--- config.mk ---
export PLATFORM = sky130hd
export DESIGN_NAME = bus_slave_ep
export DESIGN_NICKNAME = d
export VERILOG_FILES = /design/src/rtl/slv_pkg.sv /design/src/rtl/slv_parity.sv /design/src/rtl/slv_addr_dec.sv /design/src/rtl/slv_listener.sv /design/src/rtl/slv_talker.sv /design/src/rtl/bus_slave_ep.sv
export SDC_FILE = /design/constraint.sdc
export NUM_CORES = 1
export LEC_CHECK = 0
export BUFFER_PORTS_ARGS = -buffer_cell sky130_fd_sc_hd__clkbuf_2
export CORE_MARGIN = 2
export CORE_UTILIZATION = 41
export CTS_BUF_LIST = sky130_fd_sc_hd__clkbuf_16
export CTS_CLUSTER_DIAMETER = 80
export DETAILED_ROUTE_END_ITERATION = 7
export GPL_ROUTABILITY_DRIVEN = 0
export PLACE_DENSITY = 0.65
export SKIP_CTS_REPAIR_TIMING = 1
export SLEW_MARGIN = 30
export SYNTH_ARGS = -nofsm -noshare
export SYNTH_HDL_FRONTEND = slang
export SYNTH_HIERARCHICAL = 1
export SYNTH_SLANG_ARGS = --single-unit
--- constraint.sdc ---
create_clock -name clk -period 2.81 [get_ports clk]
set_clock_uncertainty 0.15 [all_clocks]
set_input_delay 0.1405 -clock clk [delete_from_list [all_inputs] [get_ports clk]]
set_output_delay 0.1405 -clock clk [all_outputs]
set_load 0.03 [all_outputs]
--- src/rtl/slv_pkg.sv ---
// Shared types for the bus slave endpoint.
// Assumes: nothing beyond SystemVerilog enums.
package slv_pkg;
    typedef enum logic [1:0] {L_IDLE, L_ERR, L_ACK} lsn_state_t;
    typedef enum logic [2:0] {T_IDLE, T_SETUP, T_STRB, T_HOLD, T_WAIT} tlk_state_t;
    typedef enum logic {K_ADDR, K_WRITE} cyc_kind_t;
endpackage

--- src/rtl/slv_parity.sv ---
// Odd-parity check for a received word and odd-parity generation for a
// word to be sent. Assumes: purely combinational, word width DW.
module slv_parity #(
    parameter int DW = 16
) (
    input  logic [DW-1:0] rx_word,
    input  logic          rx_par,
    input  logic [DW-1:0] tx_word,
    output logic          rx_ok,
    output logic          tx_par
);
    // Good word: odd number of ones over word and parity bit.
    always_comb rx_ok = ^{rx_word, rx_par};
    // Parity bit that makes the sent word odd.
    always_comb tx_par = ~(^tx_word);
endmodule

--- src/rtl/slv_addr_dec.sv ---
// Holds the last good address word and the select flag derived from it.
// Assumes: load is a one-cycle request from the listener; a bad-parity
// address deselects and keeps the previous address.
module slv_addr_dec #(
    parameter int          DW   = 16,
    parameter logic [DW-1:0] BASE = 16'h1200,
    parameter logic [DW-1:0] MASK = 16'hFF00
) (
    input  logic          clk,
    input  logic          rst_n,
    input  logic          load,
    input  logic          load_ok,
    input  logic [DW-1:0] addr_in,
    output logic          sel,
    output logic [DW-1:0] addr_q
);
    logic hit;

    // Compare the incoming address with the base under the mask.
    always_comb hit = ((addr_in ^ BASE) & MASK) == '0;

    // Capture address and selection on each address word.
    always_ff @(posedge clk) begin
        if (!rst_n) begin
            sel    <= 1'b0;
            addr_q <= '0;
        end else if (load) begin
            if (load_ok) begin
                sel    <= hit;
                addr_q <= addr_in;
            end else begin
                sel    <= 1'b0;
            end
        end
    end

    AST_SEL_MATCHES: assert property (@(posedge clk) disable iff (!rst_n)
        sel |-> ((addr_q & MASK) == (BASE & MASK)));
endmodule

--- src/rtl/slv_listener.sv ---
// Listener side: acknowledges every address word and the write words of a
// selected slave, reports parity errors one cycle ahead of the accept.
// Assumes: the master holds its strobe until the accept is seen.
module slv_listener #(
    parameter int DW = 16
) (
    input  logic          clk,
    input  logic          rst_n,
    input  logic          strobe_in,
    input  logic          addr_phase,
    input  logic          rd_nwr,
    input  logic          sel,
    input  logic          par_ok,
    input  logic [DW-1:0] ad_in,
    output logic          addr_load,
    output logic          aack,
    output logic          dack,
    output logic          err,
    output logic          wr_stb,
    output logic [DW-1:0] wr_data
);
    import slv_pkg::*;

    lsn_state_t st;
    cyc_kind_t  kind;
    logic       take_addr;
    logic       take_wr;

    // Decide which kind of word is being offered this cycle.
    always_comb begin
        take_addr = (st == L_IDLE) && strobe_in && addr_phase;
        take_wr   = (st == L_IDLE) && strobe_in && !addr_phase && !rd_nwr && sel;
        addr_load = take_addr;
    end

    // Handshake sequencing for address and write words.
    always_ff @(posedge clk) begin
        if (!rst_n) begin
            st      <= L_IDLE;
            kind    <= K_ADDR;
            err     <= 1'b0;
            wr_stb  <= 1'b0;
            wr_data <= '0;
        end else begin
            wr_stb <= 1'b0;
            case (st)
                L_IDLE: begin
                    if (take_addr || take_wr) begin
                        kind <= take_addr ? K_ADDR : K_WRITE;
                        if (par_ok) begin
                            st <= L_ACK;
                            if (take_wr) begin
                                wr_stb  <= 1'b1;
                                wr_data <= ad_in;
                            end
                        end else begin
                            st  <= L_ERR;
                            err <= 1'b1;
                        end
                    end
                end
                L_ERR: st <= L_ACK;
                L_ACK: begin
                    if (!strobe_in) begin
                        st  <= L_IDLE;
                        err <= 1'b0;
                    end
                end
                default: st <= L_IDLE;
            endcase
        end
    end

    // Accept outputs follow the handshake state and the word kind.
    always_comb begin
        aack = (st == L_ACK) && (kind == K_ADDR);
        dack = (st == L_ACK) && (kind == K_WRITE);
    end

    AST_ACK_AFTER_STROBE: assert property (@(posedge clk) disable iff (!rst_n)
        ($rose(aack) || $rose(dack)) |-> $past(strobe_in));
    AST_ERR_BEFORE_ACK: assert property (@(posedge clk) disable iff (!rst_n)
        $rose(err) |-> !(aack || dack));
    AST_ACCEPT_RELEASE: assert property (@(posedge clk) disable iff (!rst_n)
        ((aack || dack) && !strobe_in) |=> !(aack || dack || err));
    AST_WSTB_WITH_DACK: assert property (@(posedge clk) disable iff (!rst_n)
        wr_stb |-> (dack && !err));
endmodule

--- src/rtl/slv_talker.sv ---
// Talker side for reads: drives a local word, raises the ready strobe after
// SETUP_CYC cycles, drops it on the acknowledge and frees the bus HOLD_CYC
// cycles later. Assumes: SETUP_CYC and HOLD_CYC are at least 1.
module slv_talker #(
    parameter int DW        = 16,
    parameter int SETUP_CYC = 3,
    parameter int HOLD_CYC  = 2
) (
    input  logic          clk,
    input  logic          rst_n,
    input  logic          sel,
    input  logic          addr_phase,
    input  logic          rd_nwr,
    input  logic          strobe_in,
    input  logic          dack_in,
    input  logic [DW-1:0] rd_data,
    input  logic          tx_par,
    output logic          strobe_o,
    output logic          oe,
    output logic [DW-1:0] ad_out,
    output logic          par_out,
    output logic          rd_take
);
    import slv_pkg::*;

    localparam int MAXC = (SETUP_CYC > HOLD_CYC) ? SETUP_CYC : HOLD_CYC;
    localparam int CW   = (MAXC > 1) ? $clog2(MAXC) : 1;
    localparam logic [CW-1:0] SETUP_LAST = CW'(SETUP_CYC - 1);
    localparam logic [CW-1:0] HOLD_LAST  = CW'(HOLD_CYC - 1);

    tlk_state_t    st;
    logic [CW-1:0] cnt;
    logic          start;

    // A new word may start only on a quiet bus in selected read mode.
    always_comb start = (st == T_IDLE) && sel && !addr_phase && rd_nwr
                        && !strobe_in && !dack_in;

    // Read word sequencing: setup, strobe, hold, wait for release.
    always_ff @(posedge clk) begin
        if (!rst_n) begin
            st      <= T_IDLE;
            cnt     <= '0;
            oe      <= 1'b0;
            ad_out  <= '0;
            par_out <= 1'b0;
            rd_take <= 1'b0;
        end else begin
            rd_take <= 1'b0;
            case (st)
                T_IDLE: begin
                    if (start) begin
                        ad_out  <= rd_data;
                        par_out <= tx_par;
                        oe      <= 1'b1;
                        rd_take <= 1'b1;
                        cnt     <= '0;
                        st      <= T_SETUP;
                    end
                end
                T_SETUP: begin
                    if (cnt == SETUP_LAST) st <= T_STRB;
                    else cnt <= cnt + 1'b1;
                end
                T_STRB: begin
                    if (dack_in) begin
                        cnt <= '0;
                        st  <= T_HOLD;
                    end
                end
                T_HOLD: begin
                    if (cnt == HOLD_LAST) begin
                        oe <= 1'b0;
                        st <= T_WAIT;
                    end else begin
                        cnt <= cnt + 1'b1;
                    end
                end
                T_WAIT: if (!dack_in) st <= T_IDLE;
                default: st <= T_IDLE;
            endcase
        end
    end

    // The ready strobe is the strobe state itself.
    always_comb strobe_o = (st == T_STRB);

    AST_OE_COVERS_STROBE: assert property (@(posedge clk) disable iff (!rst_n)
        strobe_o |-> oe);
    AST_STROBE_DROP: assert property (@(posedge clk) disable iff (!rst_n)
        (strobe_o && dack_in) |=> !strobe_o);
    AST_TAKE_STARTS_OE: assert property (@(posedge clk) disable iff (!rst_n)
        rd_take |-> (oe && !strobe_o && $past(sel)));
    AST_PAR_OUT_ODD: assert property (@(posedge clk) disable iff (!rst_n)
        oe |-> (^{ad_out, par_out}));
endmodule

--- src/rtl/bus_slave_ep.sv ---
// Top of the slave endpoint: joins parity logic, address decoder, listener
// and talker. Assumes: all bus inputs synchronous to clk, active-high
// strobes, and no read and write activity at the same time.
module bus_slave_ep #(
    parameter int            DW        = 16,
    parameter logic [DW-1:0] BASE      = 16'h1200,
    parameter logic [DW-1:0] MASK      = 16'hFF00,
    parameter int            SETUP_CYC = 3,
    parameter int            HOLD_CYC  = 2
) (
    input  logic          clk,
    input  logic          rst_n,
    input  logic [DW-1:0] bus_ad_in,
    input  logic          bus_par_in,
    input  logic          bus_addr_phase,
    input  logic          bus_rd_nwr,
    input  logic          bus_rdy_in,
    input  logic          bus_dack_in,
    output logic          bus_aack_o,
    output logic          bus_dack_o,
    output logic          bus_err_o,
    output logic          bus_rdy_o,
    output logic          bus_ad_oe,
    output logic [DW-1:0] bus_ad_out,
    output logic          bus_par_out,
    output logic [DW-1:0] usr_addr,
    output logic          usr_wr_stb,
    output logic [DW-1:0] usr_wr_data,
    input  logic [DW-1:0] usr_rd_data,
    output logic          usr_rd_take
);
    logic par_ok;
    logic tx_par;
    logic sel;
    logic addr_load;

    slv_parity #(.DW(DW)) u_par (
        .rx_word (bus_ad_in),
        .rx_par  (bus_par_in),
        .tx_word (usr_rd_data),
        .rx_ok   (par_ok),
        .tx_par  (tx_par)
    );

    slv_addr_dec #(.DW(DW), .BASE(BASE), .MASK(MASK)) u_dec (
        .clk     (clk),
        .rst_n   (rst_n),
        .load    (addr_load),
        .load_ok (par_ok),
        .addr_in (bus_ad_in),
        .sel     (sel),
        .addr_q  (usr_addr)
    );

    slv_listener #(.DW(DW)) u_lsn (
        .clk        (clk),
        .rst_n      (rst_n),
        .strobe_in  (bus_rdy_in),
        .addr_phase (bus_addr_phase),
        .rd_nwr     (bus_rd_nwr),
        .sel        (sel),
        .par_ok     (par_ok),
        .ad_in      (bus_ad_in),
        .addr_load  (addr_load),
        .aack       (bus_aack_o),
        .dack       (bus_dack_o),
        .err        (bus_err_o),
        .wr_stb     (usr_wr_stb),
        .wr_data    (usr_wr_data)
    );

    slv_talker #(.DW(DW), .SETUP_CYC(SETUP_CYC), .HOLD_CYC(HOLD_CYC)) u_tlk (
        .clk        (clk),
        .rst_n      (rst_n),
        .sel        (sel),
        .addr_phase (bus_addr_phase),
        .rd_nwr     (bus_rd_nwr),
        .strobe_in  (bus_rdy_in),
        .dack_in    (bus_dack_in),
        .rd_data    (usr_rd_data),
        .tx_par     (tx_par),
        .strobe_o   (bus_rdy_o),
        .oe         (bus_ad_oe),
        .ad_out     (bus_ad_out),
        .par_out    (bus_par_out),
        .rd_take    (usr_rd_take)
    );

    AST_DACK_NEEDS_SEL: assert property (@(posedge clk) disable iff (!rst_n)
        $rose(bus_dack_o) |-> $past(sel));
    AST_NO_DRIVE_CLASH: assert property (@(posedge clk) disable iff (!rst_n)
        !(bus_ad_oe && bus_dack_o));
    AST_OE_NEEDS_SEL: assert property (@(posedge clk) disable iff (!rst_n)
        $rose(bus_ad_oe) |-> $past(sel));
endmodule

# Word level (Yosys, flattened, before mapping)

Index checks and enable logic that the tools add are counted.

Bitwise gates (word level): 3
Equality and inequality tests: 18
Reductions and logical operators: 36
Muxes and demuxes: 26
$add $sub $neg: 1

Operators with widths:

| operator             | count |
|---|---|
| $reduce_xor A17 Y1   | 1 |
| $logic_not A16 Y1    | 1 |
| $reduce_xor A16 Y1   | 1 |
| $mux W3              | 5 |
| $pmux W3 S5          | 1 |
| $mux W2              | 7 |
| $ne A2 B2 Y1 const B | 7 |
| $logic_and A1 B1 Y1  | 12 |
| $reduce_and A4 Y1    | 3 |
| $reduce_and A2 Y1    | 5 |
| $reduce_and A5 Y1    | 2 |
| $mux W1              | 9 |
| $pmux W2 S4          | 1 |
| $eq A3 B2 Y1 const B | 2 |
| $ne A2 B1 Y1 const B | 3 |
| $pmux W2 S3          | 1 |
| $eq A2 B1 Y1 const B | 2 |
| $eq A2 B2 Y1 const B | 2 |
| $logic_not A1 Y1     | 4 |
| $pmux W1 S2          | 2 |
| $reduce_bool A2 Y1   | 2 |
| $reduce_bool A4 Y1   | 1 |
| $eq A3 B1 Y1 const B | 1 |
| $eq A3 B3 Y1 const B | 1 |
| other kinds (7)      | 8 |

Output and inout bits: 56
Flip-flop bits (word level): 62

# Longest topological paths before layout

Gate-level depths: netlist of run 1.

Depth after elaboration: 8
Depth in mapped cells: 9

# Cells and area by module

The synthesis of run 1 kept the hierarchy.

Modules (own cells, without submodules):

| module       | cells each | times used | seq. area each (um2) | area an instance (um2) |
|---|---|---|---|---|
| slv_talker   | 119        | 1          | 480.5                | 1088.5 |
| slv_listener | 99         | 1          | 420.4                | 904.6 |
| slv_addr_dec | 76         | 1          | 340.3                | 710.7 |
| slv_parity   | 30         | 1          | 0.0                  | 276.5 |

# Least setup slack after synthesis of run 1

No wires, ideal clock.

Path type: input-to-reg
Start: input bus_ad_in[15]
End: register u_lsn.wr_data[0]
Path slack: 0.519 ns
Cell stages on the path: 8
Buffers on the path: 1
Arrival: 2.069 ns
Setup time: 0.072 ns
Path through: xor2_1 -> xnor2_1 -> xnor3_1 -> xnor2_1 -> bufinv_8 -> nor3_4 -> buf_12 -> mux2i_1

Longest elaborated chain between the ends: 2

Ends and longest elaborated chain:

| what                               | RTL line           | source |
|---|---|---|
| start, declared                    | bus_slave_ep.sv:13 | `input logic [DW-1:0] bus_ad_in,` |
| $reduce_xor A17 Y1                 | slv_parity.sv:13   | `always_comb rx_ok = ^{rx_word, rx_par};` |
| named net par_ok                   | bus_slave_ep.sv:32 | `logic par_ok;` |
| $reduce_and A4 Y1 (no source line) | --                 |  |
| end signal, assigned               | slv_listener.sv:54 | `wr_data <= ad_in;` |
| end, declared                      | slv_listener.sv:20 | `output logic [DW-1:0] wr_data` |

The timed path passes the listed nets, and every way through them passes these cells.
A chain may end at the register's enable or synchronous reset.

# Final worst setup path of run 1

Start: input bus_ad_in[4]
End: register u_lsn.wr_data[10]

Same word-level chain as after synthesis.

==> impl_metrics.xml, run 1 <==
<?xml version="1.0" encoding="UTF-8"?>
<metrics>
  <group name="status">
    <metric name="outcome" unit="">finished, violations left</metric>
    <metric name="violated_checks" unit="">hold timing</metric>
  </group>
  <group name="sta">
    <metric name="max_freq" unit="GHz">0.381</metric>
    <metric name="tightest_slew" unit="ps">751</metric>
    <metric name="final_hold_viol_count" unit="">5</metric>
    <metric name="report.final.setup_viol" unit="">0</metric>
    <metric name="final.min_clock_period" unit="ps">2620</metric>
    <metric name="finalMaxSlewViolations" unit="">0</metric>
    <metric name="setup-tns-final" unit="ps">0</metric>
    <metric name="final_min_period_over_clock_period" unit="">0.934</metric>
    <metric name="timing.hold.ws" unit="ps">-21.1</metric>
    <metric name="slew_headroom" unit="">0.500</metric>
    <metric name="setup_repair_after_global_routing_missed_its_margin" unit="">false</metric>
  </group>
  <group name="yosys">
    <metric name="synth.top_cell.area_share" unit="">0.416</metric>
    <metric name="synth_seq_cells" unit="">62</metric>
    <metric name="share_of_synthesized_flip_flops_with_an_asynchronous_set_or_reset" unit="">0</metric>
    <metric name="yosys.cell_count.top_type" unit="">sky130_fd_sc_hd__nand2_1</metric>
    <metric name="synth_edf_count" unit="">0</metric>
    <metric name="synthFlopType" unit="">sky130_fd_sc_hd__dfxtp_1</metric>
    <metric name="synth.distinct_cells" unit="">43</metric>
    <metric name="synth_fp_nets" unit="">365</metric>
    <metric name="yosysWarningCount" unit="">6</metric>
    <metric name="syn_inst" unit="">324</metric>
    <metric name="syn-mean-instance-area" unit="µm²">9.20</metric>
    <metric name="synth.top_cells.by_area" unit="">sky130_fd_sc_hd__dfxtp_1 42%, sky130_fd_sc_hd__nand2_1 13%, sky130_fd_sc_hd__mux2i_1 12%, sky130_fd_sc_hd__xnor2_1 7.6%, sky130_fd_sc_hd__a21boi_2 3.8%</metric>
    <metric name="post_synth_most_frequent_cells" unit="">104 x sky130_fd_sc_hd__nand2_1, 62 x sky130_fd_sc_hd__dfxtp_1, 36 x sky130_fd_sc_hd__mux2i_1</metric>
    <metric name="synth.yosys.seq_area_share" unit="">0.416</metric>
    <metric name="netlist_area_before_placement" unit="µm²">2980</metric>
    <metric name="synth_top_area_cell" unit="">sky130_fd_sc_hd__dfxtp_1</metric>
  </group>
  <group name="final_layout">
    <metric name="n_fill_cell" unit="">682</metric>
    <metric name="final_nets" unit="">485</metric>
    <metric name="regArea" unit="µm²">1240</metric>
    <metric name="drive_above_1_share" unit="">0.292</metric>
    <metric name="layout.cells.non_filler" unit="">548</metric>
    <metric name="areaGrowthSynthToFinish" unit="%">36.1</metric>
    <metric name="multi_input_comb_area" unit="µm²">1570</metric>
    <metric name="antennaDiodeCount" unit="">0</metric>
  </group>
  <group name="placement">
    <metric name="placed_cells_incl_taps" unit="">503</metric>
    <metric name="dp.final_hpwl" unit="µm">5050</metric>
    <metric name="io_buffer_count" unit="">94</metric>
  </group>
  <group name="detailed_routing">
    <metric name="via_per_instance_ratio" unit="">4.77</metric>
    <metric name="post-route-drc-count" unit="">0</metric>
    <metric name="vias" unit="">2612</metric>
    <metric name="dr.first_iter.drc_count" unit="">122</metric>
    <metric name="avgRoutedWirePerCell" unit="µm">13.6</metric>
    <metric name="total_wirelength" unit="µm">7470</metric>
    <metric name="drt_first_pass_iters" unit="">5</metric>
    <metric name="ant_nets" unit="">0</metric>
  </group>
  <group name="grt">
    <metric name="global_route_wire_length_before_repair" unit="µm">10700</metric>
    <metric name="antenna_violations_before_repair" unit="">0</metric>
    <metric name="grt_use_total" unit="">0.176</metric>
    <metric name="number_of_global_route_vias_before_repair" unit="">2257</metric>
    <metric name="residual_overflow_from_global_routing" unit="">0</metric>
    <metric name="grt_start_max_net_pins" unit="">43</metric>
  </group>
  <group name="floorplanning">
    <metric name="die_width" unit="µm">89.3</metric>
    <metric name="pin_count" unit="">95</metric>
    <metric name="coreArea" unit="µm²">7140</metric>
    <metric name="die-area" unit="µm²">7970</metric>
    <metric name="fp-row-count" unit="">31</metric>
    <metric name="die-height" unit="µm">89.3</metric>
    <metric name="starting_density_of_the_core" unit="">0.418</metric>
  </group>
  <group name="setup_path">
    <metric name="worstPathArrival" unit="ps">2710</metric>
    <metric name="worst_setup_path_start_kind" unit="">primary input</metric>
    <metric name="worstPathMaxFanout" unit="">16</metric>
    <metric name="cpMostUsedCell" unit="">sky130_fd_sc_hd__xnor2_1</metric>
    <metric name="worstPathCellList" unit="">dlygate4sd3_1 -&gt; clkbuf_2 -&gt; xnor2_1 -&gt; xnor2_1 -&gt; xnor2_1 -&gt; xnor2_1 -&gt; bufinv_8 -&gt; nor3_4 -&gt; buf_4 -&gt; mux2i_1</metric>
    <metric name="cpLargestDelayFamily" unit="">buffers and inverters</metric>
    <metric name="crit_path_top_delay_cell" unit="">sky130_fd_sc_hd__dlygate4sd3_1</metric>
    <metric name="criticalPathCategory" unit="">in2reg</metric>
    <metric name="critical_path.n_buffers_inverters" unit="">4</metric>
    <metric name="cp_slowest_stage_delay" unit="ps">540</metric>
    <metric name="worstPathRequired" unit="ps">2900</metric>
    <metric name="setup.worst_path.end_class" unit="">register</metric>
  </group>
  <group name="min_path">
    <metric name="min-delay-path-class" unit="">in2reg</metric>
  </group>
  <group name="power">
    <metric name="power.density_cell_area" unit="nW/µm²">623</metric>
    <metric name="irDropWorstVdd" unit="mV">0.307</metric>
    <metric name="p_leak" unit="nW">1.68</metric>
  </group>
  <group name="clock_tree">
    <metric name="clk_path_buf_depth" unit="">2</metric>
    <metric name="htreeDepth" unit="">3</metric>
    <metric name="clock_sink_count" unit="">62</metric>
    <metric name="clkTransAtPathRegs" unit="ps">50</metric>
    <metric name="clock_latency" unit="ps">310</metric>
    <metric name="tritoncts" unit="">yes</metric>
    <metric name="total_cts_buffers" unit="">9</metric>
    <metric name="root_buffer" unit="">sky130_fd_sc_hd__clkbuf_16</metric>
  </group>
  <group name="run">
    <metric name="number_of_max_cap_violations" unit="">0</metric>
  </group>
</metrics>
==> power breakdown <==
part           internal (mW)  total, mW  switching, mW
registers              0.918      0.941         0.0232
clock network          0.672       1.04          0.366
logic                  0.237      0.547          0.310
total                   1.83       2.53          0.699
==> final timing paths <==
path / cells past startpoint / to / from / slack [ps]
setup / recovery: 10 / u_lsn/wr_data[10] / bus_ad_in[4] / 190
hold / removal: 3 / u_dec/sel / bus_ad_in[12] / -20
setup reg to reg: 4 / u_tlk/ad_out[9] / u_tlk/st[1] / 870
hold reg to reg: 2 / u_tlk/ad_out[5] / u_tlk/ad_out[5] / 310
==> worst min-delay path: stages <==
cell	delay [ps]
sky130_fd_sc_hd__clkbuf_2	110
sky130_fd_sc_hd__nand2_1	80
sky130_fd_sc_hd__o21ai_1	60
==> area by class of cell <==
type | instances | share of cell area
clock buffers | 9 | 0.0555
inverters | 6 | 0.00895
well taps | 99 | 0.0305
multi-input cells | 238 | 0.386
clock inverters | 7 | 0.0145
repair buffers | 127 | 0.198
flip-flops and latches | 62 | 0.306
==> through the flow <==
step           hold WS, ps  power [mW]  worst slack (ps)   util  instance area (µm²)
3_3_place_gp           245        1.46               330  0.488                 3480
4_1_cts              -87.2        2.53               530  0.528                 3770
5_1_grt              -1.26        2.65              49.4  0.568                 4060
2_1_floorplan          117        1.35               519      -                 2980
6_report             -21.1        2.53               186  0.568                 4060
3_5_place_dp           254        1.47               211  0.488                 3480
==> metal layers <==
layer  up-vias  GRT usage  share of wire
met5         -          0              0
met2        58      0.292           0.53
li1       1310          -              -
met3         6     0.0443          0.041
met4         0     0.0665         0.0094
met1      1238      0.221           0.42
==> cells by family after synthesis <==
kind of cell | after synthesis | share of synthesized area
buffers and inverters | 24 | 0.0575
AO/OA/AOI/OAI | 34 | 0.0919
AND/OR/NAND/NOR | 136 | 0.212
XOR/XNOR | 30 | 0.0928
adder cells (fa/ha/maj) | 2 | 0.00839
flip-flops | 62 | 0.416
multiplexers | 36 | 0.121
==> state kept, by name, summed over array words and instances (netlist names) <==
signal and flops:
u_dec/addr_q 16, u_lsn/wr_data 16, u_tlk/ad_out 16, u_tlk/st 3
u_lsn/st 2, u_tlk/cnt 2, u_dec/sel 1, u_lsn/err 1
u_lsn/kind 1, u_lsn/wr_stb 1, u_tlk/oe 1, u_tlk/par_out 1
u_tlk/rd_take 1
==> placed cells by master (no fill, tap or decap), drive strengths merged, types with 2 or more instances in the layout <==
master	Yosys	routed
and2	2	2
clkinv	0	2
ha	2	2
mux2i	36	36
nor2b	2	2
dlygate4sd3	0	29
dfxtp	62	62
a21boi	17	17
nand2	106	106
o21a	2	2
or3b	3	3
bufinv	1	2
clkbuf	12	103
nor3	4	4
and4b	2	2
nor4	3	3
inv	5	8
xor2	3	3
o21ai	5	5
buf	6	4
o22ai	3	3
nand2b	3	3
a21oi	2	2
xnor2	26	26
nor2	6	6
(Power assumes the default switching activity.)
==> run 2, diff against run 1 <==
--- a/config.mk
+++ b/config.mk
@@ -7,12 +7,12 @@
 export LEC_CHECK = 0
 export BUFFER_PORTS_ARGS = -buffer_cell sky130_fd_sc_hd__clkbuf_2
 export CORE_MARGIN = 2
-export CORE_UTILIZATION = 41
+export CORE_UTILIZATION = 51
 export CTS_BUF_LIST = sky130_fd_sc_hd__clkbuf_16
 export CTS_CLUSTER_DIAMETER = 80
 export DETAILED_ROUTE_END_ITERATION = 7
 export GPL_ROUTABILITY_DRIVEN = 0
-export PLACE_DENSITY = 0.65
+export PLACE_DENSITY = 0.78
 export SKIP_CTS_REPAIR_TIMING = 1
 export SLEW_MARGIN = 30
 export SYNTH_ARGS = -nofsm -noshare
==> run 2 against run 1 <==
  * The run still ends with hold timing left
  * Largest power group unchanged
  * Non-clock buffer count rose by 4
  * Worst setup slack got worse by 80 ps
  * Combinational power fell by 0.7%
==> impl_metrics.xml, run 2 (synthesis results as in run 1) <==
<?xml version="1.0" encoding="UTF-8"?>
<metrics>
  <group name="sta">
    <metric name="max_freq" unit="GHz">0.370</metric>
    <metric name="final.min_clock_period" unit="ps">2700</metric>
    <metric name="tightest_slew" unit="ps">698</metric>
    <metric name="final_min_period_over_clock_period" unit="">0.962</metric>
    <metric name="report.final.setup_viol" unit="">0</metric>
    <metric name="timing.hold.ws" unit="ps">-28.6</metric>
    <metric name="finalMaxSlewViolations" unit="">0</metric>
    <metric name="slew_headroom" unit="">0.535</metric>
    <metric name="final_hold_viol_count" unit="">4</metric>
  </group>
  <group name="detailed_routing">
    <metric name="post-route-drc-count" unit="">0</metric>
    <metric name="ant_nets" unit="">0</metric>
    <metric name="routed-wl-met2" unit="µm">3750</metric>
    <metric name="dr.first_iter.drc_count" unit="">112</metric>
    <metric name="total_wirelength" unit="µm">7420</metric>
    <metric name="route.top_layer_used" unit="">met4</metric>
    <metric name="avgRoutedWirePerCell" unit="µm">14.1</metric>
    <metric name="drt_first_pass_iters" unit="">4</metric>
    <metric name="met3_routed_wirelength" unit="µm">367</metric>
    <metric name="vias" unit="">2660</metric>
    <metric name="via_per_instance_ratio" unit="">5.07</metric>
    <metric name="met1_length" unit="µm">3130</metric>
  </group>
  <group name="setup_path">
    <metric name="cp_slowest_stage_delay" unit="ps">530</metric>
    <metric name="depth_of_the_most_critical_reg_to_reg_path" unit="">4</metric>
    <metric name="cpMostUsedCell" unit="">sky130_fd_sc_hd__xnor2_1</metric>
    <metric name="setup.worst_path.end_class" unit="">register</metric>
    <metric name="worstPathCellList" unit="">dlygate4sd3_1 -&gt; clkbuf_2 -&gt; xnor2_1 -&gt; xnor2_1 -&gt; xnor3_1 -&gt; xnor2_1 -&gt; bufinv_8 -&gt; nor3_4 -&gt; buf_4 -&gt; mux2i_1</metric>
    <metric name="cpLargestDelayFamily" unit="">buffers and inverters</metric>
    <metric name="criticalPathCategory" unit="">in2reg</metric>
    <metric name="worstPathRequired" unit="ps">2900</metric>
    <metric name="worstPathMaxFanout" unit="">16</metric>
    <metric name="reg_to_reg_endpoint" unit="">u_tlk/ad_out[9]</metric>
    <metric name="worstPathArrival" unit="ps">2790</metric>
    <metric name="ff_to_ff_start" unit="">u_tlk/st[1]</metric>
    <metric name="worst_setup_path_start_kind" unit="">primary input</metric>
    <metric name="critical_path.n_buffers_inverters" unit="">4</metric>
    <metric name="setup.reg_to_reg.worst_slack" unit="ps">870</metric>
    <metric name="crit_path_top_delay_cell" unit="">sky130_fd_sc_hd__dlygate4sd3_1</metric>
  </group>
  <group name="floorplanning">
    <metric name="coreArea" unit="µm²">5570</metric>
    <metric name="starting_density_of_the_core" unit="">0.535</metric>
    <metric name="die-height" unit="µm">80.4</metric>
    <metric name="fp-row-count" unit="">27</metric>
    <metric name="die_width" unit="µm">80.4</metric>
    <metric name="die-area" unit="µm²">6470</metric>
    <metric name="pin_count" unit="">95</metric>
  </group>
  <group name="clock_tree">
    <metric name="clock_sink_count" unit="">62</metric>
    <metric name="total_cts_buffers" unit="">9</metric>
    <metric name="tritoncts" unit="">yes</metric>
    <metric name="clock_latency" unit="ps">320</metric>
    <metric name="clkTransAtPathRegs" unit="ps">50</metric>
    <metric name="root_buffer" unit="">sky130_fd_sc_hd__clkbuf_16</metric>
    <metric name="clk_path_buf_depth" unit="">2</metric>
    <metric name="htreeDepth" unit="">3</metric>
  </group>
  <group name="final_layout">
    <metric name="largest_registers" unit="">u_dec/addr_q: 16 flops, u_lsn/wr_data: 16 flops, u_tlk/ad_out: 16 flops</metric>
    <metric name="utilization" unit="">0.726</metric>
    <metric name="most-common-layout-cells" unit="">104 x sky130_fd_sc_hd__nand2_1, 94 x sky130_fd_sc_hd__clkbuf_2, 62 x sky130_fd_sc_hd__dfxtp_1, 36 x sky130_fd_sc_hd__mux2i_1, 32 x sky130_fd_sc_hd__dlygate4sd3_1</metric>
    <metric name="commonest_non_fill_non_tap_cell_in_the_layout" unit="">sky130_fd_sc_hd__nand2_1</metric>
    <metric name="areaGrowthSynthToFinish" unit="%">35.8</metric>
    <metric name="final_nets" unit="">489</metric>
    <metric name="n_fill_cell" unit="">428</metric>
    <metric name="drive_above_1_share" unit="">0.294</metric>
    <metric name="antennaDiodeCount" unit="">0</metric>
  </group>
  <group name="run">
    <metric name="number_of_max_cap_violations" unit="">0</metric>
  </group>
  <group name="grt">
    <metric name="global_route_wire_length_before_repair" unit="µm">10500</metric>
    <metric name="grt_start_max_net_pins" unit="">40</metric>
    <metric name="grt_use_total" unit="">0.214</metric>
    <metric name="number_of_global_route_vias_before_repair" unit="">2302</metric>
    <metric name="antenna_violations_before_repair" unit="">0</metric>
    <metric name="residual_overflow_from_global_routing" unit="">0</metric>
  </group>
  <group name="power">
    <metric name="power.density_cell_area" unit="nW/µm²">627</metric>
    <metric name="pwr-share-comb" unit="">0.214</metric>
    <metric name="p_leak" unit="nW">1.70</metric>
    <metric name="clkPwrFrac" unit="">0.414</metric>
    <metric name="total_power" unit="mW">2.54</metric>
    <metric name="total_switching_power" unit="µW">708</metric>
    <metric name="sequentialPowerShare" unit="">0.372</metric>
    <metric name="power.switching_fraction" unit="">0.279</metric>
    <metric name="irDropWorstVdd" unit="mV">0.432</metric>
    <metric name="power_report.internal_total" unit="mW">1.83</metric>
  </group>
  <group name="status">
    <metric name="violated_checks" unit="">hold timing</metric>
    <metric name="outcome" unit="">finished, violations left</metric>
  </group>
  <group name="placement">
    <metric name="io_buffer_count" unit="">94</metric>
    <metric name="dp.final_hpwl" unit="µm">4890</metric>
  </group>
  <group name="min_path">
    <metric name="min-delay-path-class" unit="">in2reg</metric>
    <metric name="hold_depth" unit="">3</metric>
    <metric name="worst_hold_path.endpoint" unit="">u_dec/addr_q[10]</metric>
    <metric name="min_from" unit="">bus_ad_in[10]</metric>
  </group>
</metrics>
-- run 2: power groups by stage --
stage | clock network, mW | logic [mW] | registers (mW)
after global routing | 1.10 | 0.583 | 0.948
after floorplan | 0 | 0.334 | 1.02
after detailed placement | 0 | 0.504 | 0.960
final | 1.05 | 0.543 | 0.944
after global placement | 0 | 0.494 | 0.959
after CTS | 1.06 | 0.506 | 0.944
-- run 2: worst max path at each step --
stage | startpoint | endpoint | cells after the start
2_1_floorplan | bus_ad_in[15] | u_lsn/wr_data[0] | 8
3_3_place_gp | bus_ad_in[2] | u_lsn/wr_data[6] | 9
3_5_place_dp | bus_ad_in[15] | u_lsn/wr_data[4] | 9
4_1_cts | bus_ad_in[15] | u_lsn/wr_data[4] | 9
5_1_grt | bus_ad_in[12] | u_dec/addr_q[12] | 9
6_report | bus_ad_in[14] | u_lsn/wr_data[4] | 10
-- run 2: tightest hold or removal path: stages --
cell	delay (ps)
sky130_fd_sc_hd__clkbuf_2	110
sky130_fd_sc_hd__nand2_1	90
sky130_fd_sc_hd__a21boi_2	50
-- run 2: per-layer routing --
| metal | global-route usage | vias up |
|---|---|---|
| met4 | 0.102 | 0 |
| met3 | 0.0663 | 16 |
| met1 | 0.258 | 1255 |
| met2 | 0.346 | 74 |
| li1 | - | 1315 |
| met5 | 0 | - |
-- run 2: final cells by class --
type                    instances  area [µm²]  share of cell area
multi-input cells             238        1570               0.387
flip-flops and latches         62        1240               0.307
clock inverters                 7        57.6              0.0142
repair buffers                131         828               0.205
clock buffers                   9         225              0.0557
well taps                      72        90.1              0.0223
inverters                       6        36.3             0.00897
-- run 2: metrics by stage --
| step | area, µm² | setup WS [ps] | hold WS, ps | setup TNS [ps] | instances |
|---|---|---|---|---|---|
| 2_1_floorplan | 2980 | 519 | 117 | 0 | 324 |
| 3_3_place_gp | 3440 | 348 | 244 | 0 | 477 |
| 3_5_place_dp | 3440 | 223 | 258 | 0 | 477 |
| 4_1_cts | 3730 | 562 | -85.6 | 0 | 493 |
| 5_1_grt | 4050 | -12.5 | -1.93 | -12.5 | 525 |
| 6_report | 4050 | 106 | -28.6 | 0 | 525 |
==> run 3, diff against run 2 <==
--- a/config.mk
+++ b/config.mk
@@ -5,13 +5,15 @@
 export SDC_FILE = /design/constraint.sdc
 export NUM_CORES = 1
 export LEC_CHECK = 0
+export ABC_AREA = 1
 export BUFFER_PORTS_ARGS = -buffer_cell sky130_fd_sc_hd__clkbuf_2
 export CORE_MARGIN = 2
-export CORE_UTILIZATION = 51
+export CORE_UTILIZATION = 52
 export CTS_BUF_LIST = sky130_fd_sc_hd__clkbuf_16
 export CTS_CLUSTER_DIAMETER = 80
 export DETAILED_ROUTE_END_ITERATION = 7
 export GPL_ROUTABILITY_DRIVEN = 0
+export GPL_TIMING_DRIVEN = 0
 export PLACE_DENSITY = 0.78
 export SKIP_CTS_REPAIR_TIMING = 1
 export SLEW_MARGIN = 30
==> run 3 against run 2 <==
  * The flow still finishes with violations (hold timing)
  * Largest power group unchanged
  * Clock-buffer cell count unchanged
  * Via count increased by 18%
  * Critical path type is now reg2reg
  * Fmax is 51% higher
  * Global-route usage is 1.2 points higher
  * Largest cell class unchanged
  * Sequential share of layout area fell by 0.87 points
  * Design area grew 2.9%
  * Wire length rose by 1.6%
  * Final cell count is 23% higher
  * Critical path depth shrank 2
  * Synthesized area increased by 8.5%
==> impl_metrics.xml, run 3 <==
<?xml version="1.0" encoding="UTF-8"?>
<metrics>
  <group name="power">
    <metric name="pwr-share-comb" unit="">0.176</metric>
    <metric name="irDropWorstVdd" unit="mV">0.427</metric>
    <metric name="power.density_cell_area" unit="nW/µm²">603</metric>
    <metric name="total_switching_power" unit="µW">679</metric>
    <metric name="sequentialPowerShare" unit="">0.371</metric>
    <metric name="clkPwrFrac" unit="">0.453</metric>
    <metric name="p_leak" unit="nW">2.13</metric>
    <metric name="power.switching_fraction" unit="">0.271</metric>
    <metric name="power_report.internal_total" unit="mW">1.83</metric>
  </group>
  <group name="grt">
    <metric name="antenna_violations_before_repair" unit="">0</metric>
    <metric name="number_of_global_route_vias_before_repair" unit="">3031</metric>
    <metric name="grt_use_total" unit="">0.226</metric>
    <metric name="residual_overflow_from_global_routing" unit="">0</metric>
    <metric name="global_route_wire_length_before_repair" unit="µm">13000</metric>
    <metric name="grt_start_max_net_pins" unit="">12</metric>
  </group>
  <group name="setup_path">
    <metric name="worstPathRequired" unit="ps">2850</metric>
    <metric name="depth_of_the_most_critical_reg_to_reg_path" unit="">8</metric>
    <metric name="worstPathMaxFanout" unit="">10</metric>
    <metric name="setup.reg_to_reg.worst_slack" unit="ps">1020</metric>
    <metric name="worstPathArrival" unit="ps">1830</metric>
    <metric name="ff_to_ff_start" unit="">u_dec/sel</metric>
    <metric name="worst_setup_path_start_kind" unit="">register</metric>
    <metric name="criticalPathCategory" unit="">reg2reg</metric>
    <metric name="reg_to_reg_endpoint" unit="">u_tlk/ad_out[11]</metric>
    <metric name="setup.worst_path.end_class" unit="">register</metric>
  </group>
  <group name="sta">
    <metric name="final_hold_viol_count" unit="">10</metric>
    <metric name="finalMaxSlewViolations" unit="">0</metric>
    <metric name="tightest_slew" unit="ps">521</metric>
    <metric name="fin_ws" unit="ps">1020</metric>
    <metric name="setup_repair_after_global_routing_missed_its_margin" unit="">false</metric>
    <metric name="report.final.setup_viol" unit="">0</metric>
    <metric name="timing.hold.ws" unit="ps">-36.7</metric>
    <metric name="max_freq" unit="GHz">0.558</metric>
    <metric name="final_min_period_over_clock_period" unit="">0.638</metric>
    <metric name="final.min_clock_period" unit="ps">1790</metric>
    <metric name="setup-tns-final" unit="ps">0</metric>
    <metric name="slew_headroom" unit="">0.653</metric>
  </group>
  <group name="min_path">
    <metric name="min_from" unit="">usr_rd_data[14]</metric>
    <metric name="min-delay-path-class" unit="">in2reg</metric>
    <metric name="worst_hold_path.endpoint" unit="">u_tlk/ad_out[14]</metric>
    <metric name="hold_depth" unit="">3</metric>
  </group>
  <group name="final_layout">
    <metric name="commonest_non_fill_non_tap_cell_in_the_layout" unit="">sky130_fd_sc_hd__clkbuf_2</metric>
    <metric name="largest_registers" unit="">u_dec/addr_q: 16 flops, u_lsn/wr_data: 16 flops, u_tlk/ad_out: 16 flops</metric>
    <metric name="drive_above_1_share" unit="">0.278</metric>
    <metric name="areaGrowthSynthToFinish" unit="%">28.7</metric>
    <metric name="antennaDiodeCount" unit="">0</metric>
    <metric name="final_nets" unit="">608</metric>
    <metric name="most-common-layout-cells" unit="">95 x sky130_fd_sc_hd__clkbuf_2, 87 x sky130_fd_sc_hd__nand2_1, 72 x sky130_fd_sc_hd__nor2_1, 62 x sky130_fd_sc_hd__dfxtp_1, 58 x sky130_fd_sc_hd__inv_1</metric>
  </group>
  <group name="yosys">
    <metric name="synthMuxAreaShare" unit="">0</metric>
    <metric name="share_of_synthesized_flip_flops_with_an_asynchronous_set_or_reset" unit="">0</metric>
    <metric name="yosys.area_share.xor_xnor" unit="">0.0774</metric>
    <metric name="syn-mean-instance-area" unit="µm²">7.09</metric>
    <metric name="synth.top_cells.by_area" unit="">sky130_fd_sc_hd__dfxtp_1 38%, sky130_fd_sc_hd__nand2_1 10%, sky130_fd_sc_hd__nor2_1 8.4%, sky130_fd_sc_hd__inv_1 6.6%, sky130_fd_sc_hd__a21oi_1 5.0%</metric>
    <metric name="netlist_area_before_placement" unit="µm²">3230</metric>
    <metric name="yosys.cell_count.top_type" unit="">sky130_fd_sc_hd__nand2_1</metric>
    <metric name="synth_compound_area_frac" unit="">0.0758</metric>
    <metric name="synth.yosys.seq_area_share" unit="">0.384</metric>
    <metric name="post_synth_most_frequent_cells" unit="">87 x sky130_fd_sc_hd__nand2_1, 72 x sky130_fd_sc_hd__nor2_1, 62 x sky130_fd_sc_hd__dfxtp_1</metric>
    <metric name="yosysWarningCount" unit="">6</metric>
    <metric name="syn_inst" unit="">456</metric>
    <metric name="synth.top_cell.area_share" unit="">0.384</metric>
    <metric name="synth_seq_cells" unit="">62</metric>
    <metric name="synth.distinct_cells" unit="">30</metric>
    <metric name="synth_fp_nets" unit="">497</metric>
    <metric name="synth_edf_count" unit="">0</metric>
    <metric name="dominant_combinational_cell_family_by_area_after_synthesis" unit="">simple AND/OR/NAND/NOR gates</metric>
    <metric name="yosys.area_share.adder" unit="">0.00774</metric>
    <metric name="synthFlopType" unit="">sky130_fd_sc_hd__dfxtp_1</metric>
    <metric name="synth_top_area_cell" unit="">sky130_fd_sc_hd__dfxtp_1</metric>
    <metric name="synth_simple_gate_area_share" unit="">0.340</metric>
  </group>
  <group name="floorplanning">
    <metric name="coreArea" unit="µm²">5960</metric>
    <metric name="die-area" unit="µm²">6870</metric>
    <metric name="pin_count" unit="">95</metric>
    <metric name="die-height" unit="µm">82.9</metric>
    <metric name="starting_density_of_the_core" unit="">0.543</metric>
    <metric name="die_width" unit="µm">82.9</metric>
    <metric name="fp-row-count" unit="">28</metric>
  </group>
  <group name="placement">
    <metric name="dp.final_hpwl" unit="µm">5620</metric>
    <metric name="place_worst_setup_slack" unit="ps">856</metric>
    <metric name="io_buffer_count" unit="">94</metric>
  </group>
  <group name="clock_tree">
    <metric name="htreeDepth" unit="">3</metric>
    <metric name="clock_latency" unit="ps">320</metric>
    <metric name="root_buffer" unit="">sky130_fd_sc_hd__clkbuf_16</metric>
    <metric name="clk_path_buf_depth" unit="">2</metric>
    <metric name="tritoncts" unit="">yes</metric>
    <metric name="total_cts_buffers" unit="">9</metric>
    <metric name="clock_sink_count" unit="">62</metric>
    <metric name="clkTransAtPathRegs" unit="ps">50</metric>
  </group>
  <group name="detailed_routing">
    <metric name="total_wirelength" unit="µm">7530</metric>
    <metric name="ant_nets" unit="">0</metric>
    <metric name="dr.first_iter.drc_count" unit="">119</metric>
    <metric name="vias" unit="">3138</metric>
    <metric name="via_per_instance_ratio" unit="">4.85</metric>
    <metric name="post-route-drc-count" unit="">0</metric>
    <metric name="drt_first_pass_iters" unit="">5</metric>
    <metric name="avgRoutedWirePerCell" unit="µm">11.6</metric>
  </group>
  <group name="status">
    <metric name="outcome" unit="">finished, violations left</metric>
    <metric name="violated_checks" unit="">hold timing</metric>
  </group>
  <group name="run">
    <metric name="number_of_max_cap_violations" unit="">0</metric>
  </group>
</metrics>
==> run 3: cell types whose count changed in the layout (fill, tap and decap cells not counted), sizes merged, moves of 5 or more <==
cell,before,now
a21boi,17,0
a21oi,2,32
buf,5,12
clkbuf,103,108
dlygate4sd3,32,6
inv,7,61
mux2i,36,0
nand2,106,91
nand3,0,30
nor2,6,96
nor3,4,21
o21ai,5,17
xnor2,26,16
xor2,3,10
==> run 3: layout make-up <==
| type | instances | area (µm²) |
|---|---|---|
| tap | 75 | 93.8 |
| clock buffer | 9 | 225 |
| buffer | 17 | 149 |
| timing repair buffer | 100 | 531 |
| inverter | 60 | 225 |
| multi-input combinational | 317 | 1620 |
| clock inverter | 7 | 80.1 |
| fill | 514 | 1790 |
| sequential | 62 | 1240 |
==> run 3: logic make-up after synthesis <==
logic type | after synthesis
flip-flops | 62
XOR/XNOR | 26
AO/OA/AOI/OAI | 49
AND/OR/NAND/NOR | 240
buffers and inverters | 77
adder cells (fa/ha/maj) | 2
==> run 3: how the worst max path moves through the flow <==
stage                   from                to  slack (ps)  cells after the start
2_1_floorplan  bus_ad_in[11]  u_lsn/wr_data[0]        1200                     17
3_3_place_gp    bus_ad_in[9]  u_lsn/wr_data[4]         900                     19
3_5_place_dp    bus_ad_in[9]  u_lsn/wr_data[3]         860                     19
4_1_cts            u_dec/sel  u_tlk/ad_out[15]        1050                      8
5_1_grt            u_dec/sel  u_tlk/ad_out[11]         900                      8
6_report           u_dec/sel  u_tlk/ad_out[11]        1020                      8
==> run 3: through the flow <==
step | area, µm² | instances | power (mW) | utilization
finish | 4160 | 647 | 2.51 | 0.699
global route | 4160 | 647 | 2.63 | 0.699
CTS | 4100 | 641 | 2.52 | 0.689
detailed placement | 3800 | 625 | 1.38 | 0.638
global placement | 3800 | 625 | 1.37 | 0.638
floorplan | 3230 | 456 | 1.26 | -
==> run 3: critical path: stages, from the launching register on <==
cell and delay (ps):
sky130_fd_sc_hd__dfxtp_1 430, sky130_fd_sc_hd__inv_1 70, sky130_fd_sc_hd__nor2_1 100, sky130_fd_sc_hd__nand3_1 120, sky130_fd_sc_hd__inv_2 200, sky130_fd_sc_hd__nand2_2 160, sky130_fd_sc_hd__buf_4 210, sky130_fd_sc_hd__nor2_1 140
sky130_fd_sc_hd__nor3_1 70
==> run 3: power groups by stage <==
stage / Sequential [mW] / Combinational [mW] / Clock (mW)
detailed placement: 0.949 / 0.432 / 0
CTS: 0.931 / 0.437 / 1.16
global placement: 0.948 / 0.424 / 0
finish: 0.931 / 0.442 / 1.14
global route: 0.935 / 0.494 / 1.20
floorplan: 1.00 / 0.254 / 0
==> run 3: layer usage <==
layer	up-vias	global-route usage	wire length (µm)
met5	-	0	0
met4	0	0.0715	110
met3	12	0.0676	427
met2	91	0.395	3750
met1	1398	0.264	3250
li1	1637	-	-
